[config.mk]
export PLATFORM = sky130hd
export DESIGN_NAME = refclk_discipline
export DESIGN_NICKNAME = d
export VERILOG_FILES = /design/src/rtl/refclk_discipline_pkg.sv /design/src/rtl/refclk_dp.sv /design/src/rtl/refclk_ctrl.sv /design/src/rtl/refclk_discipline.sv
export SDC_FILE = /design/constraint.sdc
export NUM_CORES = 1
export LEC_CHECK = 0
export BUFFER_PORTS_ARGS = -buffer_cell sky130_fd_sc_hd__buf_2
export CAP_MARGIN = 10
export CORE_ASPECT_RATIO = 1.1
export CORE_MARGIN = 5
export CORE_UTILIZATION = 50
export DETAILED_ROUTE_END_ITERATION = 7
export PLACE_DENSITY = 0.66
export SETUP_SLACK_MARGIN = 0.4
export SYNTH_ARGS = -nofsm -noshare
export SYNTH_HDL_FRONTEND = slang
export SYNTH_HIERARCHICAL = 1
export SYNTH_SLANG_ARGS = --single-unit
[constraint.sdc]
create_clock -name clk -period 7.66 [get_ports clk]
set_input_delay 0.766 -clock clk [delete_from_list [all_inputs] [get_ports clk]]
set_output_delay 0.766 -clock clk [all_outputs]
set_load 0.01 [all_outputs]
[src/rtl/refclk_discipline_pkg.sv]
package refclk_discipline_pkg;
  typedef struct packed {
    logic restart;
    logic capture;
    logic advance;
    logic retard;
  } discStrobe_t;

  typedef enum logic [1:0] {
    ST_IDLE,
    ST_WAIT,
    ST_ACQ,
    ST_LOCK
  } discState_t;
endpackage

[src/rtl/refclk_dp.sv]
module refclk_dp
  import refclk_discipline_pkg::*;
#(
  parameter int SEC_BITS = 16,
  parameter int STEP     = 512,
  parameter int TOL      = 524,
  parameter int DIV0     = 1,
  parameter int DIV1     = 50,
  parameter int DIV2     = 60,
  parameter int DIV3     = 32768
) (
  input  logic        clk,
  input  logic        rstN,
  input  logic        oscTick,
  input  logic        refIn,
  input  logic        refEn,
  input  logic [1:0]  rateSel,
  input  logic        sqwEn,
  input  logic        outLevel,
  input  discStrobe_t str,
  output logic        extSec,
  output logic        periodOk,
  output logic        gapExpired,
  output logic        skewLate,
  output logic        skewEarly,
  output logic        adjPending,
  output logic        tick1Hz,
  output logic        sqwOut
);
  localparam int ONE_SEC = 1 << SEC_BITS;
  localparam int PW      = SEC_BITS + 2;
  localparam int GW      = SEC_BITS + 2;
  localparam int MAX01   = (DIV0 > DIV1) ? DIV0 : DIV1;
  localparam int MAX23   = (DIV2 > DIV3) ? DIV2 : DIV3;
  localparam int MAXDIV  = (MAX01 > MAX23) ? MAX01 : MAX23;
  localparam int DW      = $clog2(MAXDIV + 1);
  localparam int RATE_DIV [4] = '{DIV0, DIV1, DIV2, DIV3};
  localparam logic [PW-1:0] PER_LO = PW'(ONE_SEC - TOL);
  localparam logic [PW-1:0] PER_HI = PW'(ONE_SEC + TOL);

  logic [DW-1:0] divLast [4];
  logic [GW-1:0] gapLim  [4];

  for (genvar i = 0; i < 4; i++) begin : gRate
    localparam int GAP_RAW = (2 * ONE_SEC) / RATE_DIV[i];
    localparam int GAP     = (GAP_RAW < 2) ? 2 : GAP_RAW;
    assign divLast[i] = DW'(RATE_DIV[i] - 1);
    assign gapLim[i]  = GW'(GAP);
  end

  logic [SEC_BITS-1:0] subCnt;
  logic [SEC_BITS-1:0] lockPhase;
  logic [3:0]          rawCnt;
  logic                pendAdv;
  logic                pendRet;
  logic                refPrev;
  logic [DW-1:0]       refDivCnt;
  logic [PW-1:0]       perCnt;
  logic [PW-1:0]       measured;
  logic [GW-1:0]       gapCnt;
  logic                refRise;
  logic                inWindow;
  logic                tap;
  logic signed [SEC_BITS-1:0] skew;

  assign refRise    = refIn & ~refPrev;
  assign extSec     = refRise && (refDivCnt >= divLast[rateSel]);
  assign measured   = perCnt + PW'(oscTick);
  assign periodOk   = (measured >= PER_LO) && (measured <= PER_HI);
  assign gapExpired = (gapCnt >= gapLim[rateSel]);
  assign skew       = $signed(subCnt - lockPhase);
  assign skewLate   = (skew >= STEP);
  assign skewEarly  = (skew <= -STEP);
  assign inWindow   = (subCnt[SEC_BITS-1 -: 2] == 2'b01);
  assign adjPending = pendAdv | pendRet;

  // Sub-second counter with window-gated one-time step corrections
  always_ff @(posedge clk) begin
    if (!rstN) begin
      subCnt  <= '0;
      rawCnt  <= '0;
      pendAdv <= 1'b0;
      pendRet <= 1'b0;
      tick1Hz <= 1'b0;
    end else begin
      tick1Hz <= oscTick && (subCnt == '1);
      if (oscTick) begin
        rawCnt <= rawCnt + 4'd1;
        if (inWindow && pendAdv) begin
          subCnt <= subCnt + SEC_BITS'(STEP + 1);
        end else if (inWindow && pendRet) begin
          subCnt <= subCnt + SEC_BITS'(1) - SEC_BITS'(STEP);
        end else begin
          subCnt <= subCnt + SEC_BITS'(1);
        end
      end
      if (str.restart) begin
        pendAdv <= 1'b0;
        pendRet <= 1'b0;
      end else if (str.advance) begin
        pendAdv <= 1'b1;
      end else if (str.retard) begin
        pendRet <= 1'b1;
      end else if (oscTick && inWindow) begin
        pendAdv <= 1'b0;
        pendRet <= 1'b0;
      end
    end
  end

  // Reference divide-down, period and gap measurement
  always_ff @(posedge clk) begin
    if (!rstN) begin
      refPrev   <= 1'b0;
      refDivCnt <= '0;
      perCnt    <= '0;
      gapCnt    <= '0;
      lockPhase <= '0;
    end else begin
      refPrev <= refIn;
      if (str.capture) lockPhase <= subCnt;
      if (str.restart) begin
        refDivCnt <= '0;
        perCnt    <= '0;
        gapCnt    <= '0;
      end else begin
        if (refRise) refDivCnt <= extSec ? '0 : refDivCnt + DW'(1);
        if (extSec) perCnt <= '0;
        else if (oscTick && (perCnt != '1)) perCnt <= perCnt + PW'(1);
        if (refRise) gapCnt <= '0;
        else if (oscTick && !gapExpired) gapCnt <= gapCnt + GW'(1);
      end
    end
  end

  // Pin output selection
  always_comb begin
    case (rateSel)
      2'b00:   tap = subCnt[SEC_BITS-1];
      2'b01:   tap = rawCnt[3];
      2'b10:   tap = rawCnt[2];
      default: tap = rawCnt[0];
    endcase
  end

  always_ff @(posedge clk) begin
    if (!rstN) sqwOut <= 1'b1;
    else if (refEn) sqwOut <= 1'b1;
    else if (sqwEn) sqwOut <= tap;
    else sqwOut <= outLevel;
  end
endmodule

[src/rtl/refclk_ctrl.sv]
module refclk_ctrl
  import refclk_discipline_pkg::*;
(
  input  logic        clk,
  input  logic        rstN,
  input  logic        refEn,
  input  logic        losClear,
  input  logic        extSec,
  input  logic        periodOk,
  input  logic        gapExpired,
  input  logic        skewLate,
  input  logic        skewEarly,
  input  logic        adjPending,
  output discStrobe_t str,
  output logic        losFlag,
  output logic        locked
);
  discState_t state, nextState;
  logic freqErr;
  logic goodPer;
  logic freqBad;
  logic inhibit;
  logic losSet;

  always_comb begin
    str         = '0;
    str.restart = !refEn;
    nextState   = state;
    freqErr     = 1'b0;
    goodPer     = 1'b0;
    if (!refEn) begin
      nextState = ST_IDLE;
    end else if (gapExpired) begin
      nextState = ST_WAIT;
    end else begin
      case (state)
        ST_IDLE: nextState = ST_WAIT;
        ST_WAIT: if (extSec) nextState = ST_ACQ;
        ST_ACQ: begin
          if (extSec) begin
            if (periodOk) begin
              goodPer     = 1'b1;
              str.capture = 1'b1;
              nextState   = ST_LOCK;
            end else begin
              freqErr = 1'b1;
            end
          end
        end
        ST_LOCK: begin
          if (extSec) begin
            if (!periodOk) begin
              freqErr   = 1'b1;
              nextState = ST_ACQ;
            end else begin
              goodPer = 1'b1;
              if (!adjPending) begin
                str.retard  = skewLate;
                str.advance = skewEarly;
              end
            end
          end
        end
        default: nextState = ST_IDLE;
      endcase
    end
  end

  assign losSet = !refEn || gapExpired || (freqErr && !inhibit);
  assign locked = (state == ST_LOCK);

  always_ff @(posedge clk) begin
    if (!rstN) begin
      state   <= ST_IDLE;
      losFlag <= 1'b1;
      freqBad <= 1'b0;
      inhibit <= 1'b0;
    end else begin
      state <= nextState;
      if (losSet) losFlag <= 1'b1;
      else if (losClear) losFlag <= 1'b0;
      if (!refEn) freqBad <= 1'b0;
      else if (freqErr) freqBad <= 1'b1;
      else if (goodPer) freqBad <= 1'b0;
      if (!refEn || goodPer) inhibit <= 1'b0;
      else if (losClear && (freqBad || freqErr)) inhibit <= 1'b1;
    end
  end
endmodule

[src/rtl/refclk_discipline.sv]
module refclk_discipline
  import refclk_discipline_pkg::*;
#(
  parameter int SEC_BITS = 16,
  parameter int STEP     = 512,
  parameter int TOL      = 524,
  parameter int DIV0     = 1,
  parameter int DIV1     = 50,
  parameter int DIV2     = 60,
  parameter int DIV3     = 32768
) (
  input  logic       clk,
  input  logic       rstN,
  input  logic       oscTick,
  input  logic       refIn,
  input  logic       refEn,
  input  logic [1:0] rateSel,
  input  logic       sqwEn,
  input  logic       outLevel,
  input  logic       losClear,
  output logic       tick1Hz,
  output logic       sqwOut,
  output logic       losFlag,
  output logic       locked
);
  discStrobe_t str;
  logic extSec, periodOk, gapExpired, skewLate, skewEarly, adjPending;

  refclk_dp #(
    .SEC_BITS(SEC_BITS), .STEP(STEP), .TOL(TOL),
    .DIV0(DIV0), .DIV1(DIV1), .DIV2(DIV2), .DIV3(DIV3)
  ) dp (
    .clk(clk), .rstN(rstN), .oscTick(oscTick), .refIn(refIn),
    .refEn(refEn), .rateSel(rateSel), .sqwEn(sqwEn), .outLevel(outLevel),
    .str(str), .extSec(extSec), .periodOk(periodOk), .gapExpired(gapExpired),
    .skewLate(skewLate), .skewEarly(skewEarly), .adjPending(adjPending),
    .tick1Hz(tick1Hz), .sqwOut(sqwOut)
  );

  refclk_ctrl ctrl (
    .clk(clk), .rstN(rstN), .refEn(refEn), .losClear(losClear),
    .extSec(extSec), .periodOk(periodOk), .gapExpired(gapExpired),
    .skewLate(skewLate), .skewEarly(skewEarly), .adjPending(adjPending),
    .str(str), .losFlag(losFlag), .locked(locked)
  );
endmodule

-- Word-level counts from Yosys, hierarchy flattened
Cells that the tools add are included.
- flip-flop bits (word level): 98
- equal/unequal tests: 19
- magnitude comparators: 7
- muxes and demuxes: 41
- reduce and logical (&&, ||, !) cells: 34
- bitwise gates (word level): 7
- $add $sub $neg: 9
- operators by type and width (kind ; number):
    16-bit 2-to-1 mux ; 5
    18-bit by 1-bit adder with 18-bit output (second input constant) ; 2
    18-bit binary-select mux with 2-bit select ; 1
    18-bit 2-to-1 mux ; 2
    16-bit by 1-bit adder with 16-bit output (second input constant) ; 2
    16-bit binary-select mux with 2-bit select ; 1
    1-bit 2-to-1 mux ; 19
    18-bit by 1-bit adder with 18-bit output ; 1
    18-bit by 16-bit >= comparator with 1-bit output (second input constant) ; 1
    18-bit >= comparator ; 1
    18-bit by 17-bit <= comparator with 1-bit output (second input constant) ; 1
    2-bit 2-to-1 mux ; 9
    18-bit != test (second input constant) ; 1
    16-bit by 10-bit adder with 16-bit output (second input constant) ; 1
    16-bit equality test (second input constant) ; 1
    16-bit by 11-bit >= comparator with 1-bit output (second input constant) ; 1
    16-bit >= comparator ; 1
    16-bit by 10-bit <= comparator with 1-bit output (second input constant) ; 1
    16-bit by 10-bit subtractor with 16-bit output (second input constant) ; 1
    16-bit subtractor ; 1
    1-bit logical AND ; 10
    5-bit AND reduction ; 2
    3-bit OR reduction ; 3
    2-bit case mux with 4 select lines ; 1
    21 further kinds ; 48

-- Logic depth before layout (Yosys ltp)
Gate-level depths: netlist of the first run.
- depth in word-level cells: 13
- mapped depth: 20

-- By module
Netlist of the first run, hierarchy kept.
- modules (own cells, without submodules) (module ; area each (µm²) ; cells an instance ; sequential area each (µm²) ; instances):
    refclk_dp ; 6299.8 ; 764 ; 1861.8 ; 1
    refclk_ctrl ; 265.3 ; 35 ; 100.1 ; 1

-- Worst setup path after synthesis of the first run
No wires, ideal clock.
- path kind: input to register
- from: in rateSel[1]
- to: reg dp.lockPhase[0]
- path slack: 3301 ps
- data arrival time: 4243 ps
- buffers on the path: 4
- stages on the path: 20
- cell sequence: inv_1 -> ha_1 -> inv_1 -> ha_1 -> a21oi_1 -> nor2b_1 -> o31a_1 -> o2111ai_1 -> a21o_1 -> and2_4 -> inv_2 -> buf_2 -> buf_2 -> and4b_4 -> nand2_1 -> nor2_1 -> clkbuf_1 -> clkbuf_1 -> mux2i_1 -> nor2b_1
- RTL lines (item ; RTL line ; text):
    from (decl) ; refclk_discipline.sv:17 ; input logic [1:0] rateSel,
    to (signal assigned) ; refclk_dp.sv:121 ; if (str.capture) lockPhase <= subCnt;
    to (decl) ; refclk_dp.sv:52 ; logic [SEC_BITS-1:0] lockPhase;

==> results of run 1 <==
==> stage by stage <==
step / std cells / util (%) / hold slack, ns / worst slack [ns] / instance area, um^2
2_1_floorplan: 799 / - / 0.412 / 3.30 / 6570
3_3_place_gp: 942 / 51.4 / 0.420 / 3.22 / 6700
3_5_place_dp: 942 / 51.4 / 0.432 / 3.02 / 6700
4_1_cts: 958 / 53.8 / 0.435 / 3.39 / 7020
5_1_grt: 958 / 53.8 / 0.472 / 3.06 / 7020
6_report: 958 / 53.8 / 0.435 / 3.37 / 7020
==> kinds of logic (layout without fill, tap and decap cells) <==
kind of cell | count (synthesis) | in the layout | synth area share (%)
AOI/OAI and AO/OA | 146 | 146 | 14.9
xor gates and xnor gates | 74 | 74 | 9.87
adders and majority gates | 52 | 52 | 10.0
buffers and inverters | 80 | 78 | 5.05
DFF | 98 | 98 | 29.9
muxes | 25 | 25 | 3.83
and+or+nand+nor | 324 | 324 | 26.5
==> power by group <==
group          switching (W)  internal (W)
combinational      0.0000538     0.0000382
sequential         0.0000104      0.000515
clock               0.000193      0.000281
==> layout by cell type (no fill, tap or decap), types with 12 or more instances in the layout <==
| cell type | count |
|---|---|
| a21o_1 | 12 |
| o21ai_0 | 14 |
| xnor2_1 | 42 |
| inv_1 | 43 |
| ha_1 | 51 |
| dfxtp_1 | 98 |
| o21ai_1 | 14 |
| xor2_1 | 32 |
| nand3_1 | 42 |
| nor2b_1 | 27 |
| nand2_1 | 62 |
| nor2_1 | 71 |
| mux2i_1 | 24 |
| nand4_1 | 26 |
| a21oi_1 | 37 |
| and2_1 | 19 |
| nor3_1 | 14 |
| buf_2 | 13 |
==> how the worst max path moves through the flow <==
| stage | end | slack [ns] | depth (start not counted) |
|---|---|---|---|
| 6_report | dp/lockPhase[2] | 3.37 | 17 |
| 3_5_place_dp | dp/lockPhase[2] | 3.02 | 17 |
| 4_1_cts | dp/lockPhase[2] | 3.39 | 17 |
| 2_1_floorplan | dp/lockPhase[0] | 3.30 | 20 |
| 3_3_place_gp | dp/lockPhase[3] | 3.22 | 14 |
| 5_1_grt | dp/lockPhase[3] | 3.06 | 15 |
==> registers in the layout (all words and copies together), names as in the netlist, 2 cells and up <==
register	count
dp/lockPhase	16
dp/refDivCnt	16
dp/perCnt	18
ctrl/state	2
dp/gapCnt	18
dp/rawCnt	4
dp/subCnt	16
==> cell type report <==
class                   count  area (um^2)  share of cell area (%)
well taps                 161          201                    2.87
clock buffers              13          270                    3.85
inverters                  47          179                    2.55
repair buffers             15         80.1                    1.14
flip-flops and latches     98         1960                    28.0
clock inverters             3         46.3                   0.660
multi-input cells         621         4280                    61.0
==> metal layers <==
layer  up-vias  track usage [%]  wire, um
li1       2823                -         -
met1      2668             22.5      6400
met2        69             34.3      7110
met3        22             2.47       292
met4         0             7.98       314
met5         -                0         0
==> qor.yml, run 1 <==
run_status:
  status: "completed"
worst_setup_path:
  ff2ff_setup_slack_ns: 3.87
  start_kind: "primary input"
  path_class: "primary input to flip-flop"
  r2r_cells: 13
  crit_fanout: 38
  r2r_start: "dp/gapCnt[3]"
  crit_family: "simple AND/OR/NAND/NOR gates"
  cpMaxStageDelayCell: "nor2_2"
  crit_chain: "buf_2 -> inv_1 -> ha_1 -> inv_1 -> ha_1 -> a21oi_1 -> nor2b_1 -> o31a_1 -> o2111ai_1 -> a21o_1 -> and2_4 -> inv_2 -> and4b_4 -> nand2_1 -> nor2_2 -> mux2i_1 -> nor2b_1"
  required_ns: 7.89
  cp_num_buf_inv: 4
  cp.arrival_ns: 4.52
  startpoint: "rateSel[1]"
  crit_path_max_incr_delay_ns: 0.80
  crit_path_end_kind: "flip-flop"
  r2r-end: "dp/lockPhase[2]"
sta:
  fin_worst_skew_ns: 0.00646
  finalCritPeriodShare_pct: 56.0
  min_period_ns: 4.29
  final_max_slew_viol_count: 0
  finalSetupViolations: 0
  slew_headroom_pct: 29.8
  rsz0062_at_grt: "false"
  tightest_slew_ns: 1.05
  fin_tns_setup_ns: 0
  hold_viol: 0
  fmax_mhz: 233
die:
  core-area_um2: 13000
  rows: 44
  die_h_um: 130
  die-area_um2: 15500
  ios: 14
  start_util_pct: 50.3
  die_x_um: 119
detailed_routing:
  first_pass_iters: 4
  drc: 0
  final_antenna_net_count: 0
  wl_per_cell_um: 14.7
  drt-total-wl_um: 14100
  drt_iter0_markers: 298
  vias: 5582
  viasPerCell: 5.83
clock_tree:
  cts_hold_buf: 0
  cts_resized: 0
  h-tree-depth: 3
  clock-root-buffer: "clkbuf_16"
  cts_setup_buffers: 0
  clkTransAtPathRegs_ns: 0.07
  cts_buffers: 9
  cts_tree: "done"
  clk_latency_ns: 0.34
  cts.sinks: 98
  clock_path_buffers: 2
logic_synthesis:
  synth_top_area_share_pct: 29.9
  syn_inst: 799
  synth.yosys.seq_area_share_pct: 29.9
  synth_ff_type: "dfxtp_1"
  synth_area_per_cell_um2: 8.22
  synth_commonest_cells: "dfxtp_1, nor2_1, nand2_1"
  yosys-top-cells-area: "dfxtp_1, ha_1, xnor2_1, xor2_1, nor2_1"
  yosys.area.top_type: "dfxtp_1"
  synth-edff-count: 0
  synthesis.area_um2: 6570
  synth-seq-cells: 98
  yosysMostFrequentCell: "dfxtp_1"
  yosys_warnings: 6
  yosysUniqueCellTypes: 73
  async_flop_share_pct: 0
  syn-num-nets: 861
min_path:
  hp-class: "flip-flop to flip-flop"
  min_path_cells: 1
  hp-start: "ctrl/inhibit"
  worstHoldEndpoint: "ctrl/losFlag"
final_layout:
  nNetsFinal: 854
  drive_above_1_share_pct: 6.90
  synthToLayoutAreaGrowth_pct: 6.92
  nFillCells: 1231
  num_antenna_cells: 0
global_routing:
  grt_pass1_vias: 5480
  grt.overflow.total: 0
  grt.total_usage_pct: 18.9
  grt_max_degree: 43
  antenna_found_initial: 0
  grt_pass1_wl_um: 24700
placement:
  port_buffers: 13
  dpl.hpwl_um: 10700
  gp_congestion: 0.837
power_and_ir_drop:
  p_leak_nw: 2.58
  ir_drop_v: 0.000105
  power_density_nw_per_um2: 156
  finalPower_w: 0.00109
flow_run:
  cap_violations: 0
(Power assumes the default switching activity.)
==> inputs of run 2 (changes only) <==
Settings changed: PLACE_DENSITY 0.66 to 0.68.
Clock period 7.66 ns to 3.75 ns, I/O delays scaled along.
==> run 2 against run 1 <==
Compared with the run above:
- register-to-register slack worse by 3.2 ns
- utilization grew 1.4 points
- final area up 2.5%
- cell count is 1.5% higher
- via count is 0.32% lower
- critical path depth down 1
- hold slack worse by 0.20 ns
- count of clock-buffer cells in the layout fell by 3
- flip-flop and latch count unchanged
- global-route usage is 0.086 points lower
- sequential power is 100% higher
- wire length rose by 0.55%
==> qor.yml, run 2 (synthesized netlist as in run 1, its figures left out) <==
die:
  ios: 14  # unchanged
  die_x_um: 119  # unchanged
  die_h_um: 130  # unchanged
  rows: 44  # unchanged
  die-area_um2: 15500  # unchanged
  start_util_pct: 50.3  # unchanged
  core-area_um2: 13000  # unchanged
clock_tree:
  clkTransAtPathRegs_ns: 0.07  # about the same
  clk_latency_ns: 0.34  # about the same
  clock_path_buffers: 2  # unchanged
  cts_hold_buf: 0  # unchanged
  clock-root-buffer: "clkbuf_16"
  cts.sinks: 98  # unchanged
  h-tree-depth: 3  # unchanged
  cts_buffers: 9  # unchanged
  cts_tree: "done"
detailed_routing:
  final_antenna_net_count: 0  # unchanged
  first_pass_iters: 5  # +1
  drc: 0  # unchanged
  wl_per_cell_um: 14.6  # -0.90%
  vias: 5564  # -0.32%
  drt_iter0_markers: 380  # +28%
  viasPerCell: 5.72  # -1.8%
  drt-total-wl_um: 14200  # +0.55%
power_and_ir_drop:
  ir_drop_v: 0.000214  # +100%
  finalPower_w: 0.00226  # +110%
  power_density_nw_per_um2: 314  # +100%
  p_leak_nw: 2.66  # +2.8%
placement:
  dpl.hpwl_um: 10600  # -0.40%
  port_buffers: 13  # unchanged
  gp_congestion: 0.893  # +6.7%
  pre_cts_ws_ns: -0.0114  # -3.03 ns
sta:
  fin_worst_skew_ns: 0.00653  # +0.0000657 ns
  min_period_ns: 3.10
  slew_headroom_pct: 45.5  # +16 points
  final_max_slew_viol_count: 0  # unchanged
  finalSetupViolations: 0  # unchanged
  hold_viol: 0  # unchanged
  layout_setup_ws_ns: 0.650  # -2.72 ns
  tightest_slew_ns: 0.811  # -0.240 ns
  fin_tns_setup_ns: 0  # unchanged
  whs_ns: 0.237  # -0.198 ns
  finalCritPeriodShare_pct: 82.7
  rsz0062_at_grt: "false"
  fmax_mhz: 323
worst_setup_path:
  path_class: "flip-flop to flip-flop"
  cp.arrival_ns: 3.33  # -1.19 ns
  ff2ff_setup_slack_ns: 0.65  # -3.22 ns
  crit_family: "compound AO/OA/AOI/OAI gates"
  crit_path_end_kind: "flip-flop"
  crit_path_max_incr_delay_ns: 0.38  # -0.42 ns
  cp_num_buf_inv: 3  # -1
  path_common_cell: "inv_1"
  crit_chain: "inv_1 -> ha_1 -> inv_1 -> fa_2 -> a21oi_2 -> o2111ai_1 -> and4_1 -> a211oi_4 -> o21bai_1 -> a21oi_1 -> xnor2_1 -> o31a_1 -> inv_1 -> nor2_1 -> o21ai_0 -> a21oi_1"
  crit_fanout: 6  # -84%
  start_kind: "flip-flop"
  cpMaxStageDelayCell: "dfxtp_1"
  required_ns: 3.98  # -3.91 ns
flow_run:
  cap_violations: 0  # unchanged
final_layout:
  multi_input_area_um2: 4330  # +1.2%
  regArea_um2: 1960  # unchanged
  synthToLayoutAreaGrowth_pct: 9.62
  nFillCells: 1195  # -2.9%
  layout_common_cells: "dfxtp_1, nor2_1, nand2_1, ha_1"
  num_antenna_cells: 0  # unchanged
  final_common_cell: "dfxtp_1"
  nNetsFinal: 868  # +1.6%
  drive_above_1_share_pct: 9.62  # +2.7 points
  reg_top3: "dp/gapCnt (18), dp/perCnt (18)"
global_routing:
  antenna_found_initial: 0  # unchanged
  grt.overflow.total: 0  # unchanged
  grt.total_usage_pct: 18.8  # -0.086 points
  grt_max_degree: 42  # -2.3%
  grt_pass1_wl_um: 24300  # -1.3%
  grt_pass1_vias: 5326  # -2.8%
min_path:
  hp-class: "primary input to flip-flop"
run_status:
  status: "completed"
## run 2: cell types whose count changed in the layout (fill, tap and decap cells not counted), moves of 2 or more
cell / before / now
buf_4: 2 / 15
nor4_2: 0 / 2
inv_1: 43 / 39
nor4_1: 8 / 6
clkbuf_8: 3 / 0
ha_1: 51 / 49
inv_2: 2 / 4
ha_4: 0 / 2
inv_4: 1 / 3
## run 2: repair_timing
action,4_1_cts,5_1_grt
resized for setup,1,5
setup buffers,0,1
setup endpoints to repair,16,18
pin swaps,0,2
hold endpoints to repair,0,0
gates cloned,0,0
## run 2: worst paths after layout
check	start	end	cells past startpoint
min reg2reg	ctrl/inhibit	ctrl/losFlag	1
min	refIn	dp/refPrev	2
max	dp/subCnt[0]	dp/pendAdv	16
max reg2reg	dp/subCnt[0]	dp/pendAdv	16
## run 2: worst reg2reg max path: stages, from the launching register on
cell and delay [ns]:
dfxtp_1 0.38, inv_1 0.09, ha_1 0.18, inv_1 0.06, fa_2 0.37, a21oi_2 0.19
o2111ai_1 0.19, and4_1 0.26, a211oi_4 0.23, o21bai_1 0.10, a21oi_1 0.18, xnor2_1 0.10
o31a_1 0.32, inv_1 0.06, nor2_1 0.04, o21ai_0 0.15, a21oi_1 0.08
## run 2: metrics by stage
stage,utilization [%],std cells,area (um^2)
after floorplan,-,799,6640
final,55.2,972,7200
after detailed placement,52.3,955,6830
after global routing,55.2,972,7200
after CTS,54.8,971,7150
after global placement,52.3,955,6830
## run 2: cell type report
class | count | share of cell area, %
multi-input cells | 621 | 60.2
flip-flops and latches | 98 | 27.3
clock buffers | 10 | 3.18
well taps | 161 | 2.80
repair buffers | 29 | 2.75
inverters | 47 | 2.56
clock inverters | 6 | 1.25
## run 2: report_power, final
group / internal [W] / switching [W] / total, W
clock: 0.000587 / 0.000399 / 0.000986
sequential: 0.00105 / 0.0000206 / 0.00107
combinational: 0.0000869 / 0.000116 / 0.000203
## run 2: metal layers
| metal | routed length [um] | track usage, % | part of all wire (%) | up-vias |
|---|---|---|---|---|
| met1 | 6490 | 22.7 | 46 | 2588 |
| met4 | 442 | 9.27 | 3.1 | 0 |
| met5 | 0 | 0 | 0 | - |
| met2 | 6790 | 33.1 | 48 | 109 |
| met3 | 461 | 2.60 | 3.2 | 28 |
| li1 | - | - | - | 2839 |
